File: src/rtl/dual_irq_ctrl.sv
module dual_irq_ctrl #(
  parameter int NSRC = 32,
  parameter int DW   = 32,
  parameter int AW   = 4
) (
  input  logic            clk,
  input  logic            rst_n,
  input  logic [NSRC-1:0] src_i,
  input  logic            we_i,
  input  logic [AW-1:0]   addr_i,
  input  logic [DW-1:0]   wdata_i,
  output logic [DW-1:0]   rdata_o,
  output logic            irq_o,
  output logic            fiq_o
);
  localparam logic [AW-1:0] W_ISTAT = AW'(0);
  localparam logic [AW-1:0] W_IRAW  = AW'(1);
  localparam logic [AW-1:0] W_IEN   = AW'(2);
  localparam logic [AW-1:0] W_IDIS  = AW'(3);
  localparam logic [AW-1:0] W_SWSET = AW'(4);
  localparam logic [AW-1:0] W_SWCLR = AW'(5);
  localparam logic [AW-1:0] W_FSTAT = AW'(8);
  localparam logic [AW-1:0] W_FRAW  = AW'(9);
  localparam logic [AW-1:0] W_FEN   = AW'(10);
  localparam logic [AW-1:0] W_FDIS  = AW'(11);

  logic [NSRC-1:0] irq_mask, fiq_mask, raw;
  logic            sw_src;
  logic [NSRC-1:0] wbits;

  assign wbits = wdata_i[NSRC-1:0];
  assign raw   = src_i | {{(NSRC-1){1'b0}}, sw_src};

  always_ff @(posedge clk) begin
    if (!rst_n) begin
      irq_mask <= '0;
      fiq_mask <= '0;
      sw_src   <= 1'b0;
      irq_o    <= 1'b0;
      fiq_o    <= 1'b0;
    end else begin
      irq_o <= |(raw & irq_mask);
      fiq_o <= |(raw & fiq_mask);
      if (we_i) begin
        case (addr_i)
          W_IEN:   irq_mask <= irq_mask | wbits;
          W_IDIS:  irq_mask <= irq_mask & ~wbits;
          W_FEN:   fiq_mask <= fiq_mask | wbits;
          W_FDIS:  fiq_mask <= fiq_mask & ~wbits;
          W_SWSET: if (wdata_i[0]) sw_src <= 1'b1;
          W_SWCLR: if (wdata_i[0]) sw_src <= 1'b0;
          default: ;
        endcase
      end
    end
  end

  always_comb begin
    rdata_o = '0;
    case (addr_i)
      W_ISTAT:        rdata_o[NSRC-1:0] = raw & irq_mask;
      W_IRAW, W_FRAW: rdata_o[NSRC-1:0] = raw;
      W_IEN:          rdata_o[NSRC-1:0] = irq_mask;
      W_SWSET:        rdata_o[0]        = raw[0];
      W_FSTAT:        rdata_o[NSRC-1:0] = raw & fiq_mask;
      W_FEN:          rdata_o[NSRC-1:0] = fiq_mask;
      default:        ;
    endcase
  end

  a_r4_irq_set: assert property (@(posedge clk) disable iff (!rst_n)
    (we_i && addr_i == W_IEN) |=> ((irq_mask & $past(wbits)) == $past(wbits)));
  a_r5_fiq_clear: assert property (@(posedge clk) disable iff (!rst_n)
    (we_i && addr_i == W_FDIS) |=> ((fiq_mask & $past(wbits)) == '0));
  a_r6_soft_set: assert property (@(posedge clk) disable iff (!rst_n)
    (we_i && addr_i == W_SWSET && wdata_i[0]) |=> raw[0]);
  a_r8_status_write_ignored: assert property (@(posedge clk) disable iff (!rst_n)
    (we_i && (addr_i == W_ISTAT || addr_i == W_IRAW || addr_i == W_FSTAT || addr_i == W_FRAW))
    |=> ($stable(irq_mask) && $stable(fiq_mask) && $stable(sw_src)));
  a_r9_irq_masked_off: assert property (@(posedge clk) disable iff (!rst_n)
    (irq_mask == '0) |=> !irq_o);
  a_r9_fiq_masked_off: assert property (@(posedge clk) disable iff (!rst_n)
    (fiq_mask == '0) |=> !fiq_o);
  a_r9_quiet_sources: assert property (@(posedge clk) disable iff (!rst_n)
    (raw == '0) |=> (!irq_o && !fiq_o));
endmodule

File: config.mk
export PLATFORM = sky130hd
export DESIGN_NAME = dual_irq_ctrl
export DESIGN_NICKNAME = d
export VERILOG_FILES = /design/src/rtl/dual_irq_ctrl.sv
export SDC_FILE = /design/constraint.sdc
export NUM_CORES = 1
export LEC_CHECK = 0
export CAP_MARGIN = 20
export CELL_PAD_IN_SITES_DETAIL_PLACEMENT = 1
export CELL_PAD_IN_SITES_GLOBAL_PLACEMENT = 2
export CORE_UTILIZATION = 29
export DETAILED_ROUTE_END_ITERATION = 10
export PLACE_DENSITY_LB_ADDON = 0.1
export SETUP_SLACK_MARGIN = 0.15
export SLEW_MARGIN = 40
export SYNTH_ARGS = -nofsm -noshare
export SYNTH_HDL_FRONTEND = slang
export SYNTH_SLANG_ARGS = --single-unit
File: constraint.sdc
create_clock -name clk -period 2 [get_ports clk]
set_input_delay 0.3 -clock clk [delete_from_list [all_inputs] [get_ports clk]]
set_output_delay 0.3 -clock clk [all_outputs]
set_load 0.1 [all_outputs]
Word level (Yosys, flattened, before mapping)

Cells that the tools add are included.

$add $sub $neg: 0
Equal/unequal tests: 11
Magnitude comparators: 0
Div/mod/pow operators: 0
Shift-type cells: 0
Multiply operators: 0
Reductions and logical operators: 11
Mux-type cells: 7
Bitwise logic cells: 8

Operator list:

| cell                                                 | count |
|---|---|
| case mux 31 bit (5 select lines)                     | 1 |
| bitwise AND 32 bit                                   | 4 |
| case mux 32 bit (2 select lines)                     | 2 |
| bitwise OR 32 bit                                    | 2 |
| OR reduction 32 bit                                  | 2 |
| inverter 32 bit                                      | 1 |
| bitwise OR 32 x 1 -> 32 bit                          | 1 |
| equality test 4 bit (second input constant)          | 4 |
| equality test 4 x 2 -> 1 bit (second input constant) | 2 |
| equality test 4 x 3 -> 1 bit (second input constant) | 2 |
| nonzero test 2 bit                                   | 3 |
| case mux 1 bit (5 select lines)                      | 1 |
| equality test 4 x 1 -> 1 bit (second input constant) | 1 |
| logical NOT 4 bit                                    | 1 |
| inequality test 2 bit (second input constant)        | 2 |
| AND reduction 2 bit                                  | 2 |
| AND reduction 4 bit                                  | 1 |
| OR reduction 3 bit                                   | 1 |
| 2-to-1 mux 1 bit                                     | 2 |
| case mux 1 bit (2 select lines)                      | 1 |
| OR reduction 2 bit                                   | 1 |

Memories kept: 0
Bits in read-only memories: 0
Bits in writable memories: 0
Output and inout port bits: 34
Flip-flop bits (word level): 67
Input bits: 71
Logic and storage cells: 42
Bits in latches: 0

Logic depth before layout (Yosys ltp)

Word-level depth: 3
Mapped depth: 7
Depth with buffers taken out: 4

Worst setup path before layout

OpenSTA, ideal clock, no wires.

Path type: input to output
Start: input addr_i[3]
End: output rdata_o[15]
Stages on the path: 6
Path buffers: 3
Required time: 1700 ps
Arrival time: 2555 ps
Slack: -855 ps
Cells stage by stage: buf_4 > nor4_4 > buf_4 > buf_6 > a21oi_1 > o21ai_1

Cells in the longest elaborated chain, start to end: 3
Elaborated cells between the ends (all ways): 8
Classes of those cells: 5 x eq/ne; 1 x mux; 2 x reduce/logical

RTL lines:

| what                                                                | line | RTL |
|---|---|---|
| start, declared                                                     | 10   | `input logic [AW-1:0] addr_i,` |
| equality test 4 x 1 -> 1 bit or equality test 4 bit (tied branches) | 60   | `case (addr_i)` |
| OR reduction 2 bit                                                  | -    |  |
| case mux 31 bit (5 select lines) *                                  | 60   |  |
| end, declared                                                       | 12   | `output logic [DW-1:0] rdata_o,` |

Mark *: on every way between the ends. The rest lies on a longest branch, timed or not.

Worst setup path in the final report

Start: input addr_i[0]
End: output rdata_o[17]

The elaborated chain is that of the path after synthesis.

==> flow_summary.ini <==
[clocking]
cts_tree = yes
path_clk_slew_ns = 0.06
numCtsBuffers = 9
cts_buffer_depth = 2
cts_hold_buf = 0
cts.root.buffer_cell = clkbuf_16
clock_latency_ns = 0.33
cts_htree_levels = 3
clock-sinks = 67

[power]
power.density_mw_per_mm2 = 568
p_sw_share_pct = 30.8
p_int_mw = 2.81
pwr-share-comb_pct = 26.5
leakagePower_nw = 2.53
power_mw = 4.06
peakVddDrop_uv = 314
power_frac_clock_pct = 39.0
power_frac_seq_pct = 34.5
netSwitchingPower_mw = 1.25

[detailed_routing]
vias_per_cell = 6.00
drt-pass1-iter-count = 6
avgRoutedWirePerCell_um = 23.3
vias = 4673
drc = 0
routed_wl_mm = 18.2
first_iter_violations = 423
antenna_left = 0

[yosys]
ys.flop_type = dfxtp_1
yosysMostFrequentCell = a21oi_1
syn_avg_cell_area_um2 = 9.11
yosysTopAreaCellShare_pct = 33.2
ys_warn_count = 0
synth-seq-cells = 67
synth_common_cells = a21oi_1 (90), dfxtp_1 (67), a22oi_1 (50), a311oi_1 (37), inv_1 (32)
seq_area_frac_synth_pct = 33.2
synthTopCellsByArea = dfxtp_1 (33%), a21oi_1 (11%), a311oi_2 (10%)
synth_edf_count = 0
synth_cell_type_count = 32
synth_area_mm2 = 0.00404
synth.net_count = 514
syn-instance-count = 443
synth_top_area_cell = dfxtp_1
async_flop_share_pct = 0

[outcome]
failed_checks = setup timing
status = complete, but fails checks

[sta]
finalSetupViolCount = 32
finalWorstSetupSlack_ns = -0.152
timing.fmax_mhz = 465
report.final.slew_viol_count = 0
tightest_slew_ns = 0.524
fin_crit_sh_pct = 108
fin_crit_ns = 2.15
hold_viol = 0
rsz0062_at_grt = true
finalClockSkew_ns = 0.00593
slew_headroom_pct = 65.0

[final_layout]
nets = 671
stdcell_area_mm2 = 0.00715
area_delta_synth_final_pct = 77.2
diodes = 0
drive_above_1_share_pct = 39.6
utilization_pct = 53.4

[worst_setup_path]
critPathBufInv = 6
path_cells = buf_6, buf_8, nor4_4, buf_12, buf_12, buf_6, a21oi_2, o21ai_4, buf_12
critical_path_class = in2out
worst_path_most_repeated_cell = buf_12
cpPeakStageDelay_ns = 0.36
cp.required_ns = 1.70
ff2ff_path_depth = 6
reg2reg_slack_ns = 0.38
crit_path_end_kind = output pin
crit_family = buffers and inverters
worstReg2RegStart = sw_src
crit_fanout = 8
start_kind = primary input
cp.arrival_ns = 1.85
slowest_stage = nor4_4
worst_r2r_endpoint = fiq_o

[global_route]
grt_pass1_vias = 4917
grt.total_usage_pct = 25.3
grt_pass1_wl_mm = 27.9
grt_max_degree = 45
antenna_found_initial = 0
overflow = 0

[floorplanning]
die_h_um = 120
die_area_mm2 = 0.0144
core_mm2 = 0.0134
initial_core_util_pct = 30.1
rows = 42
pin_count = 105
die_x_um = 120

[placed_design]
place_area_mm2 = 0.00643
dpl.hpwl_mm = 12.4
io_buffers = 104
place_congestion = 0.787
place_ws_ns = -0.588

[run]
drv_cap = 0

[min_path]
holdCritPathClass = reg2reg
hold_depth = 2
==> area by class of cell <==
cell class / instances / area [um^2]
timing repair buffer: 192 / 2360
clock buffer: 11 / 243
sequential: 67 / 1340
multi-input combinational: 298 / 2830
fill: 1440 / 6250
clock inverter: 3 / 40.0
inverter: 32 / 120
tap: 176 / 220
==> logic make-up after synthesis <==
kind of cell | Yosys count | share of synthesized area [%]
AOI/OAI and AO/OA | 274 | 51.4
buffers and inverters | 78 | 9.89
DFF | 67 | 33.2
and+or+nand+nor | 24 | 5.52
==> power by group through the flow <==
stage,registers [mW],clock network (mW),logic [mW]
after floorplan,1.46,0,0.475
after global placement,1.43,0,0.982
after detailed placement,1.43,0,0.998
after CTS,1.40,1.60,1.06
after global routing,1.40,1.64,1.12
final,1.40,1.59,1.08
==> layout by cell type, fill, tap and decap left out, types with 3 or more instances in the layout <==
master and n:
a21oi_1 70, dfxtp_1 66, clkdlybuf4s50_1 66, buf_4 56, buf_12 52, a22oi_1 42
a311oi_1 37, a311oi_2 28, inv_1 22, a21o_1 22, o21ai_4 22, a21oi_4 17
buf_6 12, a222oi_1 11, inv_2 10, clkbuf_16 10, a221o_1 9, a22oi_2 8
nand4_1 6, a21oi_2 3, buf_8 3
==> worst max path at each step <==
stage	start	endpoint	slack [ns]	depth (start not counted)
floorplan	addr_i[0]	rdata_o[12]	-0.06	6
global placement	addr_i[1]	rdata_o[25]	-0.53	7
detailed placement	addr_i[1]	rdata_o[24]	-0.59	7
CTS	addr_i[0]	rdata_o[30]	-0.15	11
global route	addr_i[0]	rdata_o[30]	-0.19	11
finish	addr_i[0]	rdata_o[17]	-0.15	9
==> repair_timing <==
item / 4_1_cts / 5_1_grt
endpoints found under the setup margin: 70 / 32
resized for setup: 56 / 12
buffers inserted: 16 / 4
pin swaps: 21 / 11
cloned: 1 / 1
==> per-stage QoR <==
step                      hold slack, ns  setup TNS, ns  instances
after floorplan                    0.410          -1.02        443
after global placement             0.519         -24.22        743
after detailed placement           0.534         -29.38        743
after CTS                          0.491          -3.23        774
after global routing               0.568          -4.57        779
final                              0.545          -3.06        779
==> per-layer routing <==
layer / global-route usage [%] / wire (um) / vias up
met1: 32.6 / 8160 / 2394
li1: - / - / 2125
met2: 43.6 / 9010 / 130
met5: 0 / 0 / -
met3: 2.19 / 642 / 24
met4: 8.91 / 352 / 0
==> worst min-delay path, cell delays in order (launching register included) <==
cell	delay (ns)
dfxtp_1	0.32
a21oi_1	0.12
a311oi_1	0.06
No activity file was read; power rests on OpenSTA's default activity.
